[src/rtl/dec8b10b_pkg.sv]
package dec8b10b_pkg;

  localparam int WORD_W  = 10;
  localparam int BYTE_W  = 8;
  localparam int SUB6_W  = 6;
  localparam int SUB4_W  = 4;
  localparam int LOW_W   = 5;
  localparam int HIGH_W  = 3;
  localparam int NUM_LOW = 1 << LOW_W;
  localparam int NEUTRAL_ONES = WORD_W / 2;

  localparam logic [BYTE_W-1:0] IDLE_BYTE = 8'hBC;
  localparam logic [SUB6_W-1:0] K28_SUB6  = 6'b001111;
  localparam logic [SUB4_W-1:0] PRI7_NEG  = 4'b1110;
  localparam logic [SUB4_W-1:0] ALT7_NEG  = 4'b0111;

  // Strobes from control to datapath
  typedef struct packed {
    logic keep;
    logic dispErr;
  } strobe_t;

  // Result of decoding the word under one assumed starting disparity
  typedef struct packed {
    logic              ok;
    logic              ctrl;
    logic [BYTE_W-1:0] value;
  } pathRes_t;

  // 6-bit sub-block (abcdei, a at MSB) used from negative disparity
  function automatic logic [SUB6_W-1:0] sub6Neg(input logic [LOW_W-1:0] x);
    case (x)
      5'd0:  return 6'b100111;  5'd1:  return 6'b011101;
      5'd2:  return 6'b101101;  5'd3:  return 6'b110001;
      5'd4:  return 6'b110101;  5'd5:  return 6'b101001;
      5'd6:  return 6'b011001;  5'd7:  return 6'b111000;
      5'd8:  return 6'b111001;  5'd9:  return 6'b100101;
      5'd10: return 6'b010101;  5'd11: return 6'b110100;
      5'd12: return 6'b001101;  5'd13: return 6'b101100;
      5'd14: return 6'b011100;  5'd15: return 6'b010111;
      5'd16: return 6'b011011;  5'd17: return 6'b100011;
      5'd18: return 6'b010011;  5'd19: return 6'b110010;
      5'd20: return 6'b001011;  5'd21: return 6'b101010;
      5'd22: return 6'b011010;  5'd23: return 6'b111010;
      5'd24: return 6'b110011;  5'd25: return 6'b100110;
      5'd26: return 6'b010110;  5'd27: return 6'b110110;
      5'd28: return 6'b001110;  5'd29: return 6'b101110;
      5'd30: return 6'b011110;  default: return 6'b101011;
    endcase
  endfunction

  // A sub-block is inverted for positive disparity if unbalanced or the
  // balanced-but-polarised pattern
  function automatic logic flips6(input logic [SUB6_W-1:0] c);
    return ($countones(c) != 3) || (c == 6'b111000);
  endfunction

  function automatic logic flips4(input logic [SUB4_W-1:0] c);
    return ($countones(c) != 2) || (c == 4'b1100);
  endfunction

  // 4-bit sub-block (fghj, f at MSB) for data, values 0..6, negative column
  function automatic logic [SUB4_W-1:0] sub4Neg(input logic [HIGH_W-1:0] y);
    case (y)
      3'd0: return 4'b1011;  3'd1: return 4'b1001;
      3'd2: return 4'b0101;  3'd3: return 4'b1100;
      3'd4: return 4'b1101;  3'd5: return 4'b1010;
      default: return 4'b0110;
    endcase
  endfunction

  // 4-bit sub-block following K28, negative column
  function automatic logic [SUB4_W-1:0] k28Sub4Neg(input logic [HIGH_W-1:0] y);
    case (y)
      3'd0: return 4'b1011;  3'd1: return 4'b0110;
      3'd2: return 4'b1010;  3'd3: return 4'b1100;
      3'd4: return 4'b1101;  3'd5: return 4'b0101;
      3'd6: return 4'b1001;  default: return 4'b0111;
    endcase
  endfunction

  // Data value 7 takes the alternate form for these lows at this disparity
  function automatic logic needAlt(input logic [LOW_W-1:0] x, input logic rdPos);
    if (rdPos) return (x == 5'd11) || (x == 5'd13) || (x == 5'd14);
    return (x == 5'd17) || (x == 5'd18) || (x == 5'd20);
  endfunction

  // Lows that form a control character with the alternate 7 sub-block
  function automatic logic isKx7(input logic [LOW_W-1:0] x);
    return (x == 5'd23) || (x == 5'd27) || (x == 5'd29) || (x == 5'd30);
  endfunction

endpackage

[src/rtl/dec8b10b_ctrl.sv]
module dec8b10b_ctrl
  import dec8b10b_pkg::*;
#(
  parameter int SYNC_STAGES = 3
) (
  input  logic    clk,
  input  logic    rstN,
  input  logic    idleDelAsync,
  input  logic    wordIsIdle,
  input  logic    wordPos,
  input  logic    wordNeg,
  output strobe_t strobes,
  output logic    delEn,
  output logic    rdPos
);

  localparam int TOP = SYNC_STAGES - 1;

  logic [TOP:0] syncQ;

  generate
    if (SYNC_STAGES == 1) begin : g_single
      always_ff @(posedge clk) begin
        if (!rstN) syncQ <= '0;
        else       syncQ <= idleDelAsync;
      end
    end else begin : g_chain
      always_ff @(posedge clk) begin
        if (!rstN) syncQ <= '0;
        else       syncQ <= {syncQ[TOP-1:0], idleDelAsync};
      end
    end
  endgenerate

  assign delEn = syncQ[TOP];

  // Running disparity: negative after reset, follows every word
  always_ff @(posedge clk) begin
    if (!rstN)        rdPos <= 1'b0;
    else if (wordPos) rdPos <= 1'b1;
    else if (wordNeg) rdPos <= 1'b0;
  end

  always_comb begin
    strobes.keep    = !(delEn && wordIsIdle);
    strobes.dispErr = rdPos ? wordPos : wordNeg;
  end

endmodule

[src/rtl/dec8b10b_datapath.sv]
module dec8b10b_datapath
  import dec8b10b_pkg::*;
(
  input  logic              clk,
  input  logic              rstN,
  input  logic [WORD_W-1:0] inWord,
  input  strobe_t           strobes,
  output logic              wordIsIdle,
  output logic              wordPos,
  output logic              wordNeg,
  output logic              outValid,
  output logic [BYTE_W-1:0] outByte,
  output logic              outCtrl,
  output logic              outCodeErr,
  output logic              outDispErr
);

  logic [SUB6_W-1:0]  s6;
  logic [SUB4_W-1:0]  s4;
  logic [NUM_LOW-1:0] hit6N, hit6P;
  logic [LOW_W-1:0]   low6;
  logic [1:0]         isK28;
  logic [1:0]         hit6;
  pathRes_t           pathR [2];
  logic               codeOk;
  logic               ctrlDec;
  logic [BYTE_W-1:0]  byteDec;

  // Unpack sub-blocks: line bit 0 is 'a' and lands in the MSB of s6
  always_comb begin
    for (int i = 0; i < SUB6_W; i++) s6[SUB6_W-1-i] = inWord[i];
    for (int i = 0; i < SUB4_W; i++) s4[SUB4_W-1-i] = inWord[SUB6_W+i];
  end

  // One comparator pair per 5-bit value, columns derived from the table
  for (genvar gx = 0; gx < NUM_LOW; gx++) begin : g_sub6
    localparam logic [SUB6_W-1:0] CODE_N = sub6Neg(gx[LOW_W-1:0]);
    localparam logic [SUB6_W-1:0] CODE_P = flips6(CODE_N) ? ~CODE_N : CODE_N;
    assign hit6N[gx] = (s6 == CODE_N);
    assign hit6P[gx] = (s6 == CODE_P);
  end

  always_comb begin
    low6 = '0;
    for (int x = 0; x < NUM_LOW; x++)
      if (hit6N[x] || hit6P[x]) low6 = LOW_W'(x);
  end

  assign hit6[0]  = |hit6N;
  assign hit6[1]  = |hit6P;
  assign isK28[0] = (s6 == K28_SUB6);
  assign isK28[1] = (s6 == ~K28_SUB6);

  function automatic pathRes_t resolvePath(input logic rdStart, input logic h6,
                                           input logic k28, input logic [LOW_W-1:0] x,
                                           input logic [SUB6_W-1:0] c6,
                                           input logic [SUB4_W-1:0] c4);
    pathRes_t         res;
    logic             rdMid;
    logic [SUB4_W-1:0] cand;
    int               ones6;
    ones6 = $countones(c6);
    rdMid = rdStart ? (ones6 >= 3) : (ones6 > 3);
    res = '0;
    if (k28) begin
      for (int y = 0; y < (1 << HIGH_W); y++) begin
        cand = k28Sub4Neg(HIGH_W'(y));
        if (rdMid) cand = ~cand;
        if (c4 == cand) res = '{ok: 1'b1, ctrl: 1'b1, value: {HIGH_W'(y), 5'd28}};
      end
    end else if (h6) begin
      for (int y = 0; y < 7; y++) begin
        cand = sub4Neg(HIGH_W'(y));
        if (rdMid && flips4(cand)) cand = ~cand;
        if (c4 == cand) res = '{ok: 1'b1, ctrl: 1'b0, value: {HIGH_W'(y), x}};
      end
      if (c4 == (rdMid ? ~PRI7_NEG : PRI7_NEG) && !needAlt(x, rdMid))
        res = '{ok: 1'b1, ctrl: 1'b0, value: {3'd7, x}};
      if (c4 == (rdMid ? ~ALT7_NEG : ALT7_NEG)) begin
        if (needAlt(x, rdMid))
          res = '{ok: 1'b1, ctrl: 1'b0, value: {3'd7, x}};
        else if (isKx7(x))
          res = '{ok: 1'b1, ctrl: 1'b1, value: {3'd7, x}};
      end
    end
    return res;
  endfunction

  // Index 0 assumes negative starting disparity, index 1 positive
  for (genvar gp = 0; gp < 2; gp++) begin : g_path
    assign pathR[gp] = resolvePath(gp[0], hit6[gp], isK28[gp], low6, s6, s4);
  end

  assign codeOk  = pathR[0].ok || pathR[1].ok;
  assign ctrlDec = pathR[0].ok ? pathR[0].ctrl  : pathR[1].ctrl;
  assign byteDec = pathR[0].ok ? pathR[0].value : pathR[1].value;

  assign wordIsIdle = codeOk && ctrlDec && (byteDec == IDLE_BYTE);
  assign wordPos    = $countones(inWord) > NEUTRAL_ONES;
  assign wordNeg    = $countones(inWord) < NEUTRAL_ONES;

  always_ff @(posedge clk) begin
    if (!rstN) begin
      outValid   <= 1'b0;
      outCodeErr <= 1'b0;
      outDispErr <= 1'b0;
      outCtrl    <= 1'b0;
      outByte    <= '0;
    end else begin
      outValid   <= strobes.keep;
      outCodeErr <= strobes.keep && !codeOk;
      outDispErr <= strobes.keep && strobes.dispErr;
      outCtrl    <= ctrlDec;
      outByte    <= byteDec;
    end
  end

endmodule

[src/rtl/dec8b10b_idle.sv]
module dec8b10b_idle
  import dec8b10b_pkg::*;
#(
  parameter int SYNC_STAGES = 3
) (
  input  logic              clk,
  input  logic              rstN,
  input  logic              idleDelAsync,
  input  logic [WORD_W-1:0] inWord,
  output logic              outValid,
  output logic [BYTE_W-1:0] outByte,
  output logic              outCtrl,
  output logic              outCodeErr,
  output logic              outDispErr
);

  strobe_t strobes;
  logic    wordIsIdle, wordPos, wordNeg;
  logic    delEn, rdPos;

  dec8b10b_ctrl #(.SYNC_STAGES(SYNC_STAGES)) u_ctrl (
    .clk          (clk),
    .rstN         (rstN),
    .idleDelAsync (idleDelAsync),
    .wordIsIdle   (wordIsIdle),
    .wordPos      (wordPos),
    .wordNeg      (wordNeg),
    .strobes      (strobes),
    .delEn        (delEn),
    .rdPos        (rdPos)
  );

  dec8b10b_datapath u_dp (
    .clk        (clk),
    .rstN       (rstN),
    .inWord     (inWord),
    .strobes    (strobes),
    .wordIsIdle (wordIsIdle),
    .wordPos    (wordPos),
    .wordNeg    (wordNeg),
    .outValid   (outValid),
    .outByte    (outByte),
    .outCtrl    (outCtrl),
    .outCodeErr (outCodeErr),
    .outDispErr (outDispErr)
  );

endmodule

[config.mk]
export PLATFORM = sky130hd
export DESIGN_NAME = dec8b10b_idle
export DESIGN_NICKNAME = d
export VERILOG_FILES = /design/src/rtl/dec8b10b_pkg.sv /design/src/rtl/dec8b10b_ctrl.sv /design/src/rtl/dec8b10b_datapath.sv /design/src/rtl/dec8b10b_idle.sv
export SDC_FILE = /design/constraint.sdc
export NUM_CORES = 1
export LEC_CHECK = 0
export BUFFER_PORTS_ARGS = -buffer_cell sky130_fd_sc_hd__buf_2
export CORE_MARGIN = 2
export CORE_UTILIZATION = 60
export DETAILED_ROUTE_END_ITERATION = 8
export PLACE_DENSITY_LB_ADDON = 0.15
export SYNTH_ARGS = -nofsm -noshare
export SYNTH_HDL_FRONTEND = slang
export SYNTH_SLANG_ARGS = --single-unit
export TNS_END_PERCENT = 20
[constraint.sdc]
create_clock -name clk -period 4.6 [get_ports clk]
set_input_delay 0.46 -clock clk [delete_from_list [all_inputs] [get_ports clk]]
set_output_delay 0.46 -clock clk [all_outputs]
set_load 0.05 [all_outputs]
==> results of run 1 <==
-- placed cells by master, fill, tap and decap left out, drive strengths merged, types with 3 or more instances in the layout --
master  instances
buf            53
nor3           21
o221ai          5
nand2          57
a32oi           6
nand3          35
a21oi          40
ha             21
a211oi          7
and2           23
clkbuf          4
a22o           10
dfxtp          16
o211ai          8
a31oi          10
nand4           8
o22ai           4
o21a            5
nand2b          3
a311oi          3
and3            4
inv            24
a21o            3
fa              8
nor2           43
o21ai          42
a22oi           4
-- worst register-to-register path: stages (launching register included) --
cell and delay (ps):
dfxtp_1 350, nor2_1 50, mux2i_1 300, a211oi_2 80
-- stage by stage --
step	power, W	instance area (um^2)
detailed placement	0.000675	3550
global placement	0.000666	3550
floorplan	0.000546	3300
global route	0.000869	3600
CTS	0.000797	3600
finish	0.000805	3600
-- synthesized netlist by cell type (4+ instances only) --
cell type,n,share of area (%)
and2_1,22,4.2
a22o_1,10,2.7
fa_1,8,4.9
o221ai_1,4,1.1
a211oi_1,5,1.1
o21a_1,5,1.1
nand4_1,8,1.5
nand2_1,57,6.5
buf_2,16,2.4
buf_6,4,1.4
o21ai_1,5,0.76
a21oi_1,40,6.1
o22ai_1,4,0.76
and3_1,4,0.76
nor2_1,42,4.8
nand3_1,35,5.3
o211ai_1,8,1.8
nor3_1,21,3.2
ha_1,21,8.0
clkbuf_1,15,1.7
inv_1,23,2.6
a32oi_1,6,1.6
dfxtp_1,16,9.7
o21ai_0,34,5.2
a31oi_1,10,1.9
-- cell families after synthesis --
| logic type | synth area share (%) |
|---|---|
| fa+ha+maj | 12.8 |
| compound gates | 37.6 |
| buf+inv | 8.68 |
| simple gates | 29.6 |
| flops | 9.71 |
| xor+xnor | 0.797 |
| mux | 0.758 |
-- final cells by class --
cell class | instances | share of cell area [%]
multi-input combinational | 413 | 74.7
timing repair buffer | 53 | 9.72
inverter | 26 | 2.71
clock buffer | 4 | 1.53
tap | 70 | 2.43
sequential | 16 | 8.89
-- per-layer routing --
layer  part of all wire, %  vias up
met2                    43      260
met3                   9.5       42
met5                     0        -
met1                    45     1746
met4                   2.5        0
li1                      -     1859
-- worst max path at each step --
| stage | endpoint | slack, ps | start |
|---|---|---|---|
| after global placement | u_dp.outDispErr$_SDFF_PN0_ | 160 | inWord[8] |
| after CTS | u_dp.outDispErr$_SDFF_PN0_ | 360 | inWord[8] |
| after floorplan | u_dp.outDispErr$_SDFF_PN0_ | 590 | inWord[6] |
| final | u_dp.outDispErr$_SDFF_PN0_ | 330 | inWord[8] |
| after global routing | u_dp.outDispErr$_SDFF_PN0_ | 140 | inWord[8] |
| after detailed placement | u_dp.outDispErr$_SDFF_PN0_ | 100 | inWord[8] |
-- power by group --
part / total, W / internal, W / switching (W)
sequential: 0.000158 / 0.000154 / 0.00000444
combinational: 0.000526 / 0.000191 / 0.000335
clock: 0.000121 / 0.0000758 / 0.0000448
-- registers in the layout, indices dropped and copies added (netlist names) --
signal           cells
u_dp.outValid        1
u_ctrl.rdPos         1
u_dp.outDispErr      1
u_ctrl.syncQ         3
u_dp.outCtrl         1
u_dp.outByte         8
u_dp.outCodeErr      1
==> out/qor.csv, run 1 <==
stage;metric;value;unit
critical_path;r2r worst-path depth;3;
cts;post-cts sizing count;0;
die;initial core utilization;63.4;%
final_layout;Layout fillers;449;
cts;TritonCTS Buffers;3;
die;io pins;25;
global_routing;global routing's busiest layer;met2;
global_routing;GR Util met3;1.26;%
final_layout;Seq. cell area;320;um^2
critical_path;Top Family by Delay on Critical Path;adder cells;
sta;unrepaired setup endpoints after global routing;no;
synth;mapped cell area;0.00330;mm^2
global_routing;GRT Total Usage;30.3;%
sta;Sum Neg Setup Slack;0;ps
place;cell count after placement;578;
detailed_routing;vias post-DR;3907;
cts;CTS tree;yes;
critical_path;WP buf/inv;5;
detailed_routing;post-DR vias/cell;6.71;
critical_path;CP Class;input pin to flop;
hold_path;Hold EP;u_ctrl.syncQ[0]$_SDFF_PN0_;
pwr;Power Density;223;mW/mm^2
synth;Ys Warns;0;
critical_path;CP max stage cell;fa_1;
die;Die X-Extent;78.2;um
die;core area;0.00520;mm^2
pwr;leak pwr;1.60;nW
synth;Net Count, Synth;534;
place;port bufs;24;
cts;Setup Fix Bufs, Post-CTS;0;
cts;CTS Root Cell;clkbuf_8;
final_layout;Area growth syn-to-layout;9.22;%
cts;Clock Latency Late Sink;250;ps
detailed_routing;Initial DRC Count;525;
run;MaxCap Viol Count;0;
detailed_routing;DR WL/cell;16.1;um
detailed_routing;drt first pass iters;6;
global_routing;met2 usage;49.7;%
hold_path;hold_sp;idleDelAsync;
synth;share of the yosys chip area belonging to registers;9.71;%
sta;Slew @ Worst Pin;644;ps
die;Die Y;78.2;um
die;Site Rows;26;
pwr;Max VDD drop;154;uV
final_layout;fin cells;582;
die;Die Area;0.00611;mm^2
global_routing;global-route wire length before repair;15.8;mm
critical_path;worst path cell trace;buf_2, inv_1, ha_1, inv_1, fa_1, inv_1, fa_1, fa_1, fa_1, inv_1, a21oi_1, o21ai_0, a211oi_1, mux2i_1, a211oi_2;
sta;Final min period;4270;ps
critical_path;Worst path max stage delay;540;ps
cts;Max clock buf depth;2;
final_layout;area of the multi-input gates;0.00269;mm^2
sta;final worst slack;329;ps
cts;Worst-path clk slew;60;ps
synth;synth unique cells;71;
global_routing;initial antenna violation count;0;
synth;Post-Synthesis Cells;492;
global_routing;vias in the first global route;3455;
sta;worst hold margin;426;ps
global_routing;largest net degree at the start of global routing;34;
sta;Max Slew Vio Count;0;
synth;prevailing post-synth register cell;dfxtp_1;
cts;hold-fix buffers at CTS;0;
critical_path;critical path capture point type;flop;
critical_path;Arr. time, crit path;4390;ps
critical_path;Crit path depth;15;
cts;CTS Sinks;16;
sta;Final Hold Viols;0;
critical_path;flop2flop setup slack;3690;ps
detailed_routing;DRC;0;
place;post-detail-place hpwl;7.09;mm
sta;Final Skew;5.82;ps
synth;Async SR Flop Fraction;0;%
critical_path;Worst Setup Start Kind;input pin;
final_layout;# diodes;0;
hold_path;hold crit path type;input pin to flop;
synth;EDFF count, synth;0;
sta;final setup vio count;0;
critical_path;crit path max fanout;15;
place;gpl congestion;1.04;
final_layout;NumNets Final;555;
global_routing;GRT met1 Usage;43.7;%
synth;post-synthesis register bit count;16;
final_layout;share of cells above drive strength 1;14.6;%
synth;Syn Area/Cell;6.71;um^2
critical_path;RR Startpoint;u_ctrl.rdPos$_SDFFE_PN0P_;
place;post-place setup slack;104;ps
critical_path;Critical Path RT;4720;ps
cts;htree depth;1;
detailed_routing;DRT antenna net count;0;
detailed_routing;detailed-route wire length;9.36;mm
sta;Slew HR;57.0;%
status;status;complete, no violations;
global_routing;Overflow after GRT;0;
hold_path;Hold Path Stages;2;
final_layout;final core utilization;69.2;%
sta;Final Cycle Share;92.9;%
sta;fmax;234;MHz
critical_path;r2r endpoint;u_dp.outDispErr$_SDFF_PN0_;
No activity file was read; power rests on OpenSTA's default activity.
==> inputs of run 2 (changes only) <==
- CORE_MARGIN: 2 -> 3
==> out/qor.csv, run 2 (same netlist as run 1, synthesis figures left out) <==
stage;metric;value;unit;change
cts;Max clock buf depth;2;;unchanged
cts;post-cts sizing count;0;;unchanged
final_layout;Seq. cell area;320;um^2;unchanged
pwr;logic gate share of total power;65.0;%;-0.4 points
critical_path;Arr. time, crit path;4360;ps;-30 ps
detailed_routing;drt first pass iters;7;;+1
run;MaxCap Viol Count;0;;unchanged
critical_path;Worst Setup Start Kind;input pin;;
final_layout;Layout fillers;466;;+3.8%
final_layout;Regs by FF count;u_dp.outByte (8), u_ctrl.syncQ (3);;
sta;Final Cycle Share;92.1;%;-0.78 points
sta;Final Skew;6.68;ps;+0.869 ps
place;port bufs;24;;unchanged
sta;Final Hold Viols;0;;unchanged
final_layout;# diodes;0;;unchanged
hold_path;Hold EP;u_ctrl.syncQ[0]$_SDFF_PN0_;;
die;Site Rows;26;;unchanged
critical_path;Critical Path RT;4720;ps;about the same
final_layout;Largest register FFs;8;;unchanged
sta;Final min period;4240;ps;-35.9 ps
critical_path;CP Class;input pin to flop;;
critical_path;WP buf/inv;5;;unchanged
sta;Max Slew Vio Count;0;;unchanged
sta;Slew @ Worst Pin;718;ps;+73.4 ps
sta;unrepaired setup endpoints after global routing;no;;
final_layout;final core utilization;69.2;%;about the same
status;status;complete, no violations;;
critical_path;flop2flop setup slack;3700;ps;about the same
pwr;total internal power;0.000421;W;+0.13%
cts;CTS Sinks;16;;unchanged
critical_path;r2r worst-path depth;3;;unchanged
critical_path;Top Family by Delay on Critical Path;adder cells;;
cts;Setup Fix Bufs, Post-CTS;0;;unchanged
detailed_routing;post-DR vias/cell;6.59;;-1.8%
detailed_routing;vias post-DR;3825;;-2.1%
sta;final setup vio count;0;;unchanged
hold_path;hold_sp;idleDelAsync;;
critical_path;CP max stage cell;fa_1;;
die;Die Area;0.00642;mm^2;+5.2%
hold_path;Hold Path Stages;2;;unchanged
final_layout;NumNets Final;553;;-0.36%
pwr;clock power share;15.3;%;+0.3 points
cts;TritonCTS Buffers;3;;unchanged
sta;Sum Neg Setup Slack;0;ps;unchanged
global_routing;vias in the first global route;3340;;-3.3%
final_layout;register bank with the most flops;u_dp.outByte;;
critical_path;RR Startpoint;u_ctrl.rdPos$_SDFFE_PN0P_;;
pwr;leak pwr;1.59;nW;-0.40%
pwr;Sw Ratio;48.0;%;+0.19 points
final_layout;most frequent cells in the layout;57 x nand2_1, 42 x nor2_1, 40 x a21oi_1;;
place;gpl congestion;0.957;;-7.7%
detailed_routing;DRT antenna net count;0;;unchanged
die;io pins;25;;unchanged
die;initial core utilization;63.4;%;unchanged
cts;hold-fix buffers at CTS;0;;unchanged
die;core area;0.00520;mm^2;unchanged
detailed_routing;Initial DRC Count;521;;-0.76%
detailed_routing;DR WL/cell;16.0;um;-0.22%
die;Die X-Extent;80.2;um;+2.6%
sta;fmax;236;MHz;+0.85%
cts;CTS tree;yes;;
final_layout;commonest non-fill, non-tap cell in the layout;nand2_1;;
sta;Slew HR;52.2;%;-4.9 points
global_routing;Overflow after GRT;0;;unchanged
die;Die Y;80.2;um;+2.6%
global_routing;global-route wire length before repair;15.6;mm;-0.79%
hold_path;hold crit path type;input pin to flop;;
final_layout;Area growth syn-to-layout;9.14;%;about the same
cts;CTS Root Cell;clkbuf_8;;
pwr;Reg power frac;19.7;%;about the same
cts;Worst-path clk slew;60;ps;about the same
pwr;Max VDD drop;171;uV;+11%
place;post-detail-place hpwl;7.09;mm;about the same
critical_path;crit path max fanout;15;;unchanged
pwr;sw power;0.000388;W;+0.89%
global_routing;GRT Total Usage;29.4;%;-0.94 points
cts;Clock Latency Late Sink;250;ps;about the same
final_layout;area of the multi-input gates;0.00269;mm^2;unchanged
global_routing;largest net degree at the start of global routing;34;;unchanged
critical_path;critical path capture point type;flop;;
critical_path;Worst path max stage delay;550;ps;about the same
detailed_routing;detailed-route wire length;9.31;mm;-0.57%
cts;htree depth;1;;unchanged
pwr;Power Density;225;mW/mm^2;+0.56%
global_routing;initial antenna violation count;0;;unchanged
detailed_routing;DRC;0;;unchanged
critical_path;worst path cell trace;buf_2, inv_1, ha_1, inv_1, fa_1, inv_1, fa_1, fa_1, fa_1, inv_1, a21oi_1, o21ai_0, a211oi_1, mux2i_1, a211oi_2;;
critical_path;r2r endpoint;u_dp.outDispErr$_SDFF_PN0_;;
final_layout;share of cells above drive strength 1;14.3;%;-0.33 points
run 2: cell count changes in the layout (fill, tap and decap cells not counted), sizes merged:
cell  previous run  this run
buf             53        51
run 2: final cells by class:
class / count / share of cell area, %
well taps: 70 / 2.43
repair buffers: 51 / 9.66
clock buffers: 4 / 1.53
multi-input cells: 413 / 74.8
flip-flops and latches: 16 / 8.90
inverters: 26 / 2.71
run 2: routing by layer:
layer | part of all wire [%] | track usage (%)
met1 | 45 | 43.0
met2 | 45 | 45.7
met3 | 9.0 | 3.36
met4 | 1.3 | 6.76
met5 | 0 | 0
run 2: per-stage QoR:
| stage | power [W] | setup slack (ps) | cells | area [um^2] | hold slack (ps) |
|---|---|---|---|---|---|
| detailed placement | 0.000676 | 149 | 576 | 3550 | 430 |
| CTS | 0.000801 | 386 | 580 | 3600 | 433 |
| floorplan | 0.000546 | 594 | 492 | 3300 | 412 |
| global route | 0.000867 | 123 | 580 | 3600 | 435 |
| global placement | 0.000664 | 177 | 576 | 3550 | 415 |
| finish | 0.000809 | 365 | 580 | 3600 | 426 |
run 2: power by group through the flow:
stage | sequential, W | clock, W | combinational [W]
after floorplan | 0.000198 | 0 | 0.000348
after global placement | 0.000162 | 0 | 0.000503
after detailed placement | 0.000162 | 0 | 0.000514
after CTS | 0.000159 | 0.000124 | 0.000517
after global routing | 0.000160 | 0.000129 | 0.000578
final | 0.000159 | 0.000124 | 0.000526
run 2: worst max path at each step:
stage | from | to | cells past startpoint
global route | inWord[8] | u_dp.outDispErr$_SDFF_PN0_ | 15
detailed placement | inWord[8] | u_dp.outDispErr$_SDFF_PN0_ | 15
global placement | inWord[8] | u_dp.outDispErr$_SDFF_PN0_ | 15
finish | inWord[8] | u_dp.outDispErr$_SDFF_PN0_ | 15
floorplan | inWord[6] | u_dp.outDispErr$_SDFF_PN0_ | 15
CTS | inWord[8] | u_dp.outDispErr$_SDFF_PN0_ | 15
